**src/rtl/trunc_mac_pkg.sv**
```systemverilog
package trunc_mac_pkg;
    localparam int unsigned DEF_OP_W      = 8;
    localparam int unsigned DEF_MAX_TERMS = 16;

    function automatic int unsigned acc_width(input int unsigned op_w, input int unsigned max_terms);
        return 2 * op_w + $clog2(max_terms);
    endfunction
endpackage

```
**src/rtl/trunc_mask.sv**
```systemverilog
module trunc_mask #(
    parameter int unsigned OP_W    = 8,
    parameter int unsigned TRUNC_W = 4
) (
    input  logic [OP_W-1:0]    val_raw,
    input  logic [TRUNC_W-1:0] depth,
    output logic [OP_W-1:0]    val_cut
);
    always_comb begin
        for (int i = 0; i < OP_W; i++) begin
            val_cut[i] = (i >= int'(depth)) ? val_raw[i] : 1'b0;
        end
    end
endmodule

```
**src/rtl/trunc_mul.sv**
```systemverilog
module trunc_mul #(
    parameter int unsigned OP_W = 8
) (
    input  logic [OP_W-1:0]   mul_a,
    input  logic [OP_W-1:0]   mul_b,
    output logic [2*OP_W-1:0] mul_p
);
    always_comb begin
        mul_p = (2*OP_W)'(mul_a) * (2*OP_W)'(mul_b);
    end
endmodule

```
**src/rtl/trunc_accum.sv**
```systemverilog
module trunc_accum #(
    parameter int unsigned OP_W      = 8,
    parameter int unsigned MAX_TERMS = 16,
    parameter int unsigned ACC_W     = 20,
    parameter int unsigned CNT_W     = 5
) (
    input  logic              clk,
    input  logic              rst_n,
    input  logic              in_valid,
    input  logic              in_start,
    input  logic              in_last,
    input  logic [2*OP_W-1:0] prod,
    output logic              res_valid,
    output logic [ACC_W-1:0]  res_sum,
    output logic [CNT_W-1:0]  res_terms
);
    typedef struct packed {
        logic [ACC_W-1:0] acc;
        logic [CNT_W-1:0] cnt;
        logic             fresh;
        logic             rv;
        logic [ACC_W-1:0] rsum;
        logic [CNT_W-1:0] rcnt;
    } acc_state_t;

    acc_state_t st_d, st_q;
    logic [ACC_W-1:0] acc_base;
    logic [CNT_W-1:0] cnt_base;

    always_comb begin
        st_d     = st_q;
        st_d.rv  = 1'b0;
        acc_base = (in_start || st_q.fresh) ? '0 : st_q.acc;
        cnt_base = (in_start || st_q.fresh) ? '0 : st_q.cnt;
        if (in_valid) begin
            st_d.acc   = acc_base + ACC_W'(prod);
            st_d.cnt   = cnt_base + CNT_W'(1);
            st_d.fresh = in_last;
            if (in_last) begin
                st_d.rv   = 1'b1;
                st_d.rsum = st_d.acc;
                st_d.rcnt = st_d.cnt;
            end
        end
    end

    always_ff @(posedge clk or negedge rst_n) begin
        if (!rst_n) begin
            st_q       <= '0;
            st_q.fresh <= 1'b1;
        end else begin
            st_q <= st_d;
        end
    end

    assign res_valid = st_q.rv;
    assign res_sum   = st_q.rsum;
    assign res_terms = st_q.rcnt;


    idle_hold_chk: assert property (@(posedge clk) disable iff (!rst_n)
        !in_valid |=> $stable(st_q.acc) && !st_q.rv);


    res_pulse_chk: assert property (@(posedge clk) disable iff (!rst_n)
        st_q.rv |-> $past(in_valid && in_last));


    res_hold_chk: assert property (@(posedge clk) disable iff (!rst_n)
        !(in_valid && in_last) |=> $stable(st_q.rsum) && $stable(st_q.rcnt));


    term_bound_chk: assert property (@(posedge clk) disable iff (!rst_n)
        st_q.cnt <= CNT_W'(MAX_TERMS));
endmodule

```
**src/rtl/trunc_mac.sv**
```systemverilog
module trunc_mac
    import trunc_mac_pkg::*;
#(
    parameter int unsigned OP_W      = DEF_OP_W,
    parameter int unsigned MAX_TERMS = DEF_MAX_TERMS,
    parameter int unsigned TRUNC_W   = $clog2(OP_W + 1),
    parameter int unsigned ACC_W     = acc_width(OP_W, MAX_TERMS),
    parameter int unsigned CNT_W     = $clog2(MAX_TERMS + 1)
) (
    input  logic               clk,
    input  logic               rst_n,
    input  logic               in_valid,
    input  logic               in_start,
    input  logic               in_last,
    input  logic [OP_W-1:0]    op_a,
    input  logic [OP_W-1:0]    op_b,
    input  logic [TRUNC_W-1:0] trunc_bits,
    output logic               res_valid,
    output logic [ACC_W-1:0]   res_sum,
    output logic [CNT_W-1:0]   res_terms
);
    localparam int unsigned N_OPS = 2;

    logic [OP_W-1:0]   ops_raw [N_OPS];
    logic [OP_W-1:0]   ops_cut [N_OPS];
    logic [2*OP_W-1:0] prod;

    assign ops_raw[0] = op_a;
    assign ops_raw[1] = op_b;

    for (genvar g = 0; g < N_OPS; g++) begin : g_mask
        trunc_mask #(.OP_W(OP_W), .TRUNC_W(TRUNC_W)) mask_i (
            .val_raw (ops_raw[g]),
            .depth   (trunc_bits),
            .val_cut (ops_cut[g])
        );
    end

    trunc_mul #(.OP_W(OP_W)) mul_i (
        .mul_a (ops_cut[0]),
        .mul_b (ops_cut[1]),
        .mul_p (prod)
    );

    trunc_accum #(
        .OP_W(OP_W), .MAX_TERMS(MAX_TERMS), .ACC_W(ACC_W), .CNT_W(CNT_W)
    ) accum_i (
        .clk       (clk),
        .rst_n     (rst_n),
        .in_valid  (in_valid),
        .in_start  (in_start),
        .in_last   (in_last),
        .prod      (prod),
        .res_valid (res_valid),
        .res_sum   (res_sum),
        .res_terms (res_terms)
    );


    never_above_chk: assert property (@(posedge clk) disable iff (!rst_n)
        in_valid |-> prod <= (2*OP_W)'(op_a) * (2*OP_W)'(op_b));


    bypass_exact_chk: assert property (@(posedge clk) disable iff (!rst_n)
        (in_valid && trunc_bits == '0) |-> prod == (2*OP_W)'(op_a) * (2*OP_W)'(op_b));


    full_cut_chk: assert property (@(posedge clk) disable iff (!rst_n)
        (in_valid && int'(trunc_bits) >= OP_W) |-> prod == '0);
endmodule

```
**config.mk**
```make
export PLATFORM = sky130hd
export DESIGN_NAME = trunc_mac
export DESIGN_NICKNAME = d
export VERILOG_FILES = /design/src/rtl/trunc_mac_pkg.sv /design/src/rtl/trunc_mask.sv /design/src/rtl/trunc_mul.sv /design/src/rtl/trunc_accum.sv /design/src/rtl/trunc_mac.sv
export SDC_FILE = /design/constraint.sdc
export NUM_CORES = 1
export LEC_CHECK = 0
export ABC_AREA = 1
export BUFFER_PORTS_ARGS = -buffer_cell sky130_fd_sc_hd__buf_4
export CAP_MARGIN = 20
export CORE_MARGIN = 5
export CORE_UTILIZATION = 50
export CTS_BUF_LIST = sky130_fd_sc_hd__clkbuf_4
export DETAILED_ROUTE_END_ITERATION = 12
export PLACE_DENSITY = 0.82
export SYNTH_ARGS = -nofsm -noshare
export SYNTH_HDL_FRONTEND = slang
export SYNTH_HIERARCHICAL = 1
export SYNTH_SLANG_ARGS = --single-unit
```
**constraint.sdc**
```tcl
create_clock -name clk -period 2.4 [get_ports clk]
set_clock_uncertainty 0.05 [all_clocks]
set_input_delay 0.72 -clock clk [delete_from_list [all_inputs] [get_ports clk]]
set_output_delay 0.72 -clock clk [all_outputs]
set_load 0.01 [all_outputs]
```
# After elaboration in Yosys (flattened, before gate mapping)
# Cells that the tools add are included.
dict set report op_classes {
  n_addsub 2
  n_lt_le_gt_ge 8
  n_mul 1
  n_reduce_logical 2
  mux 20
}
# op count
set ops {}
lappend ops {{2-to-1 mux 26 bit} 2}
lappend ops {{adder 20 x 16 -> 20 bit} 1}
lappend ops {{2-to-1 mux 20 bit} 1}
lappend ops {{greater-or-equal comparator 3 x 4 -> 1 bit (first input constant)} 4}
lappend ops {{multiplier 8 x 8 -> 16 bit} 1}
lappend ops {{2-to-1 mux 1 bit} 16}
lappend ops {{greater-or-equal comparator 1 x 4 -> 1 bit (first input constant)} 2}
lappend ops {{greater-or-equal comparator 2 x 4 -> 1 bit (first input constant)} 2}
lappend ops {{adder 5 x 1 -> 5 bit (second input constant)} 1}
lappend ops {{2-to-1 mux 5 bit} 1}
lappend ops {{AND reduction 2 bit} 1}
lappend ops {{logical OR 1 bit} 1}
dict set report totals {
  output_inout_bits 26
  ff_bits 52
  input_bits 25
  elab_cells 39
}

# Depth between registers and ports, before layout
# Gate-level depths: netlist of run 1.
dict set report logic_depth {
  ltp_word 6
  mapped_depth 34
}

# Hierarchy
# Netlist of run 1, hierarchy kept.
# mod cells_each area_each_um2 instances seq_area_each_um2
set modules_own_cells {}
lappend modules_own_cells {trunc_accum 474 3413.3 1 1302.5}
lappend modules_own_cells {trunc_mul 375 2396.0 1 0.0}
lappend modules_own_cells {trunc_mask 25 105.1 2 0.0}

# Worst setup path before layout of run 1
# Ideal clock, no wire load.
dict set report synth_path {
  path_type {input to register}
  from {in trunc_bits[2]}
  to {reg accum_i/st_q[43] in the netlist's numbering}
  stages 28
  arrival_ps 5395
  slack_ps -3166
  t_required_ps 2229
  path_cell_list {inv_1 -> nand2_2 -> nor2_2 -> clkbuf_1 -> nand2_1 -> fa_1 -> fa_1 -> inv_1 -> fa_1 -> inv_1 -> fa_1 -> inv_1 -> ha_1 -> nand2_1 -> nand2_1 -> nand2_1 -> nand2_1 -> inv_1 -> nand2_1 -> xor2_1 -> ha_1 -> nand2_1 -> inv_1 -> a21oi_1 -> nand3_2 -> or2_1 -> nand3_1 -> o21ai_1}
}
# item line_no
set synth_rtl {}
lappend synth_rtl {{from (decl)} trunc_mac.sv:17} ;# input logic [TRUNC_W-1:0] trunc_bits,
lappend synth_rtl {{to (signal assigned)} trunc_accum.sv:52} ;# st_q <= st_d;
lappend synth_rtl {{to (decl)} trunc_accum.sv:26} ;# acc_state_t st_d, st_q;

==> metrics.cfg, run 1 <==
[outcome]
status=complete, but fails checks
violations=setup timing

[layout]
antenna_cells=0
area_delta_synth_final_pct=35.3
fin_cells=1152
fin_nets=1119
nFillCells=822
drive_above_1_share_pct=36.0
utilization_pct=68.4

[cts]
cts_root_buf=clkbuf_4
cts_tree=yes
path_clk_slew_ns=0.18
cts.sinks=52
holdBufCountCts=0
clkLatencyLatePin_ns=0.40
cts_max_path_buffers=2
htreeDepth=2
cts_made_buffers=5

[critical_path]
critPathSlowestCell=fa_1
crit_top_cell=nand2_1
cp.arrival_ns=5.67
path_class=primary input to flip-flop
timing.rr.end=accum_i/st_q[40]
end_kind=flip-flop
rr_worst_depth=12
worstPathMaxFanout=7
max_stage_delay_ns=0.56
setup.worst_path.start=trunc_bits[1]
cp.required_ns=2.65
r2r-start=accum_i/st_q[26]
reg2reg_slack_ns=-0.21
cp-start-kind=primary input

[yosys]
ys.flop_type=dfrtp_1
synth_edf_count=0
syn-num-nets=1014
syn_inst=899
syn_avg_cell_area_um2=6.70
yosysWarnings=6
synth-async-reset-ratio_pct=100
syn_area_mm2=0.00602
ys_types=31
ys_seq_elements=52
yosysSeqAreaShare_pct=21.6

[place]
port_buffers=50
pre_cts_ws_ns=-3.36
hpwl_mm=10.9
post-place-cells=1128
routabilityCongestion=0.949

[route]
ant_nets=0
route.vias.total=6295
wl_met3_mm=1.29
post_drt_via_cell_ratio=5.46
drt_iter0_drc=763
routed-wl-met2_mm=9.41
route.detailed.drc=0
wire_per_inst_um=16.0
top_layer=met4
wl_met1_mm=6.94
postRouteWirelength_mm=18.5
firstDrtPassIters=6

[power]
peakVddDrop_v=0.000241
power_density_mw_per_mm2=275
p_leak_uw=0.00465

[global_route]
grt_pass1_vias=6035
grt_first_pass_wirelength_mm=26.8
track_usage_pct=22.0
grt_max_degree=53
antenna_found_initial=0
grt_overflow=0

[sta]
min_period_ns=5.42
timing.slew.headroom_pct=55.6
fin_ws_ns=-3.02
tightest_slew_ns=0.666
hold_slack_ns=0.269
final_max_slew_viol_count=0
min_period_over_period_pct=226
max_clock_freq_mhz=184
finalHoldViolations=0
setup_viol=36
rsz0062_at_grt=true

[die]
fp.dieArea_mm2=0.0143
num_io_pins=51
die_h_um=120
die_x_um=120
core_area_mm2=0.0119
start_util_pct=50.5
num_rows=40

[run]
cap_viol_max_count=0

[min_path]
hold_path_class=primary input to async pin

[timing repair]
action | CTS | global route
endpoints found under the setup margin | 36 | 36
setup buffers | 12 | 7
pin swaps | 79 | 59
resized for setup | 118 | 61
[worst max path at each step]
stage                          endpoint  slack (ns)  depth (start not counted)
finish              accum_i/res_sum[11]       -3.02                         32
global route           accum_i/st_q[43]       -3.21                         33
CTS                 accum_i/res_sum[11]       -2.77                         30
detailed placement     accum_i/st_q[43]       -3.36                         29
global placement       accum_i/st_q[43]       -3.31                         29
floorplan              accum_i/st_q[43]       -2.77                         30
[flip-flops by register name, indices dropped and copies added (netlist names)]
| register | count |
|---|---|
| accum_i/st_q | 26 |
| accum_i/res_sum | 20 |
| accum_i/res_terms | 5 |
| accum_i/res_valid | 1 |
[cell families (layout without fill, tap and decap cells)]
family	after synthesis	in the layout	share of synthesized area, %
buf+inv	249	355	17.1
fa+ha+maj	90	90	23.3
xor+xnor	15	15	2.18
flops	52	52	21.6
compound gates	50	50	4.34
simple gates	443	443	31.4
[layer usage]
layer / GRT usage, % / up-vias
li1: - / 2865
met1: 28.6 / 2964
met2: 39.3 / 368
met3: 2.87 / 98
met4: 4.65 / 0
met5: 0 / -
[placed cells by master (no fill, tap or decap), types with 15 or more instances in the layout]
| master | count |
|---|---|
| fa_1 | 32 |
| inv_1 | 157 |
| buf_6 | 22 |
| ha_4 | 24 |
| dfrtp_1 | 51 |
| nand3_1 | 42 |
| ha_1 | 29 |
| o21ai_1 | 16 |
| nand2_2 | 48 |
| buf_4 | 122 |
| inv_2 | 36 |
| nor2_1 | 35 |
| nand2_1 | 244 |
| nand3_2 | 15 |
[Yosys cell counts, drive strengths merged (6+ instances only)]
master	number	area share (%)
buf	29	3.4
o21ai	31	2.6
nand3	62	5.7
xor2	10	1.5
nor2	63	4.5
ha	53	11
clkbuf	22	1.4
fa	37	12
inv	197	12
nand2	303	20
nand4	6	0.62
a21oi	19	1.8
dfrtp	51	21
[power by group]
part,internal (uW),switching [uW],total (uW)
Sequential,942,40.3,982
Clock,124,339,463
Combinational,364,432,797
Total,1430,812,2240
[stage by stage]
stage / cell area (um2) / power (uW) / setup TNS [ns]
5_1_grt: 8140 / 2330 / -94.61
2_1_floorplan: 6420 / 1390 / -79.32
3_3_place_gp: 7280 / 1620 / -102.04
4_1_cts: 7850 / 2140 / -82.21
6_report: 8140 / 2240 / -88.99
3_5_place_dp: 7280 / 1640 / -104.15
[cell type report]
cell class | count | area (um2) | share of cell area [%]
Multi-Input combinational cell | 598 | 4560 | 55.9
Sequential cell | 52 | 1300 | 16.0
Timing Repair Buffer | 149 | 1260 | 15.5
Inverter | 198 | 773 | 9.49
Tap cell | 147 | 184 | 2.26
Clock buffer | 5 | 37.5 | 0.461
Clock inverter | 3 | 27.5 | 0.338
[worst max-delay path: cells and delay by family]
kind,cells,cell delay (ns)
AOI/OAI and AO/OA,2,0.28
xor gates and xnor gates,1,0.17
adders and majority gates,6,2.30
buffers and inverters,11,0.99
and+or+nand+nor,12,1.20
Power figures use the tool's default switching activity.
==> run 2: changes to the inputs <==
Settings changed: CTS_BUF_LIST sky130_fd_sc_hd__clkbuf_4 to default.
==> run 2 against run 1 <==
Effect of this change:
- the run still ends with setup timing left
- flip-flop and latch count unchanged
- die area unchanged
- global-route usage up 1.8 points
==> metrics.cfg, run 2 (synthesis gave the netlist of run 1 again) <==
[outcome]
status=complete, but fails checks
violations=setup timing

[sta]
fin_ws_ns=-3.45  ; -0.430 ns
final_max_slew_viol_count=0  ; unchanged
hold_slack_ns=0.388  ; +0.120 ns
finalHoldViolations=0  ; unchanged
timing.slew.headroom_pct=55.1  ; -0.50 points
max_clock_freq_mhz=171  ; -7.4%
min_period_ns=5.85  ; +0.430 ns
rsz0062_at_grt=true
setup_viol=38  ; +5.6%
min_period_over_period_pct=244  ; +18 points
tightest_slew_ns=0.674  ; +0.00745 ns

[power]
p_int_uw=1730  ; +21%
p_leak_uw=0.00482  ; +3.6%
peakVddDrop_v=0.000350  ; +45%
p_sw_uw=878  ; +8.2%
sequentialPowerShare_pct=37.7  ; -6.1 points
power_uw=2610  ; +16%
switching_share_pct=33.7  ; -2.6 points
clockPowerShare_pct=29.2  ; +8.6 points
combPwrFrac_pct=33.1  ; -2.4 points
power_density_mw_per_mm2=309  ; +12%

[layout]
fin_cells=1161  ; +0.78%
final_common_cell=nand2_1
fin_nets=1128  ; +0.80%
top_register=accum_i/st_q
antenna_cells=0  ; unchanged
final_cell_mix=nand2_1, inv_1, buf_4, dfrtp_1, nand2_2
largest_reg_flops=26  ; unchanged
drive_above_1_share_pct=38.4  ; +2.3 points
area_delta_synth_final_pct=40.1
stdcell_area_mm2=0.00844  ; +3.6%

[critical_path]
path_class=primary input to flip-flop
cp.arrival_ns=5.98  ; +0.31 ns
cp-start-kind=primary input
r2r-start=accum_i/st_q[26]
worstPathMaxFanout=7  ; unchanged
cp.required_ns=2.53  ; -0.12 ns
critPathSlowestCell=fa_1
max_stage_delay_ns=0.56  ; about the same
setup.worst_path.start=trunc_bits[1]
crit_top_cell=nand2_1
end_kind=flip-flop

[die]
die_h_um=120  ; unchanged
core_area_mm2=0.0119  ; unchanged
fp.dieArea_mm2=0.0143  ; unchanged
num_io_pins=51  ; unchanged
die_x_um=120  ; unchanged
num_rows=40  ; unchanged
start_util_pct=50.5  ; unchanged

[route]
route.detailed.drc=0  ; unchanged
postRouteWirelength_mm=21.0  ; +14%
drt_iter0_drc=919  ; +20%
wire_per_inst_um=18.1  ; +13%
route.vias.total=6554  ; +4.1%
firstDrtPassIters=5  ; -1
ant_nets=0  ; unchanged
post_drt_via_cell_ratio=5.65  ; +3.3%

[cts]
holdBufCountCts=0  ; unchanged
cts.sinks=52  ; unchanged
htreeDepth=2  ; unchanged
path_clk_slew_ns=0.08  ; -0.10 ns
cts_made_buffers=5  ; unchanged
clkLatencyLatePin_ns=0.30  ; -0.10 ns
cts_root_buf=clkbuf_16
cts_max_path_buffers=2  ; unchanged
cts_tree=yes

[place]
pre_cts_ws_ns=-3.36  ; unchanged
place_area_mm2=0.00728  ; unchanged
port_buffers=50  ; unchanged
hpwl_mm=10.9  ; unchanged
post-place-cells=1128  ; unchanged
routabilityCongestion=0.949  ; unchanged

[run]
cap_viol_max_count=0  ; unchanged

[global_route]
grt_max_degree=53  ; unchanged
grt_pass1_vias=6151  ; +1.9%
grt_first_pass_wirelength_mm=28.4  ; +5.9%
grt_overflow=0  ; unchanged
antenna_found_initial=0  ; unchanged
track_usage_pct=23.8  ; +1.8 points

[min_path]
hold_path_class=primary input to async pin

[run 2: cell count changes in the layout (fill, tap and decap cells not counted), sizes merged]
cell  before  now
buf      149  158
[run 2: final timing paths]
check / endpoint / slack, ns / depth (start not counted)
hold reg to reg: accum_i/res_sum[1] / 0.43 / 2
max in group asynchronous: accum_i/st_q[47] / 1.44 / 1
hold / removal: accum_i/res_terms[3] / 0.39 / 1
setup reg to reg: accum_i/st_q[51] / -0.19 / 15
setup / recovery: accum_i/st_q[43] / -3.45 / 29
min in group clk: accum_i/res_sum[1] / 0.43 / 2
[run 2: layout make-up]
type / count / area (um2)
sequential: 52 / 1300
timing repair buffer: 158 / 1350
tap: 147 / 184
fill: 753 / 3480
clock buffer: 5 / 125
multi-input combinational: 598 / 4670
inverter: 198 / 781
clock inverter: 3 / 27.5
[run 2: critical path: cells and delay by family]
family                     cells  cell delay (ns)
and+or+nand+nor               13             1.65
buffers and inverters          7             0.63
xor gates and xnor gates       1             0.24
adders and majority gates      6             2.51
AOI/OAI and AO/OA              2             0.22
[run 2: power groups by stage]
stage / registers, uW / logic [uW] / clock network, uW
CTS: 977 / 727 / 748
global placement: 991 / 630 / 0
global route: 988 / 917 / 780
finish: 983 / 864 / 763
floorplan: 983 / 403 / 0
detailed placement: 992 / 644 / 0
[run 2: metal layers]
layer / GRT usage, % / vias up / part of all wire, %
met5: 0 / - / 0
met4: 8.09 / 0 / 6.5
met3: 3.39 / 135 / 8.2
met2: 41.7 / 468 / 49
met1: 30.2 / 3069 / 36
li1: - / 2882 / -
[run 2: what timing repair did]
item	4_1_cts	5_1_grt
setup buffers	14	19
resized for setup	110	110
pin swaps	71	88
setup endpoints to repair	38	38
[run 2: per-stage QoR]
stage          setup TNS [ns]  utilization [%]
3_3_place_gp          -102.04             61.1
2_1_floorplan          -79.32                -
5_1_grt               -106.04             70.8
6_report              -101.64             70.8
4_1_cts                -88.47             66.3
3_5_place_dp          -104.15             61.1
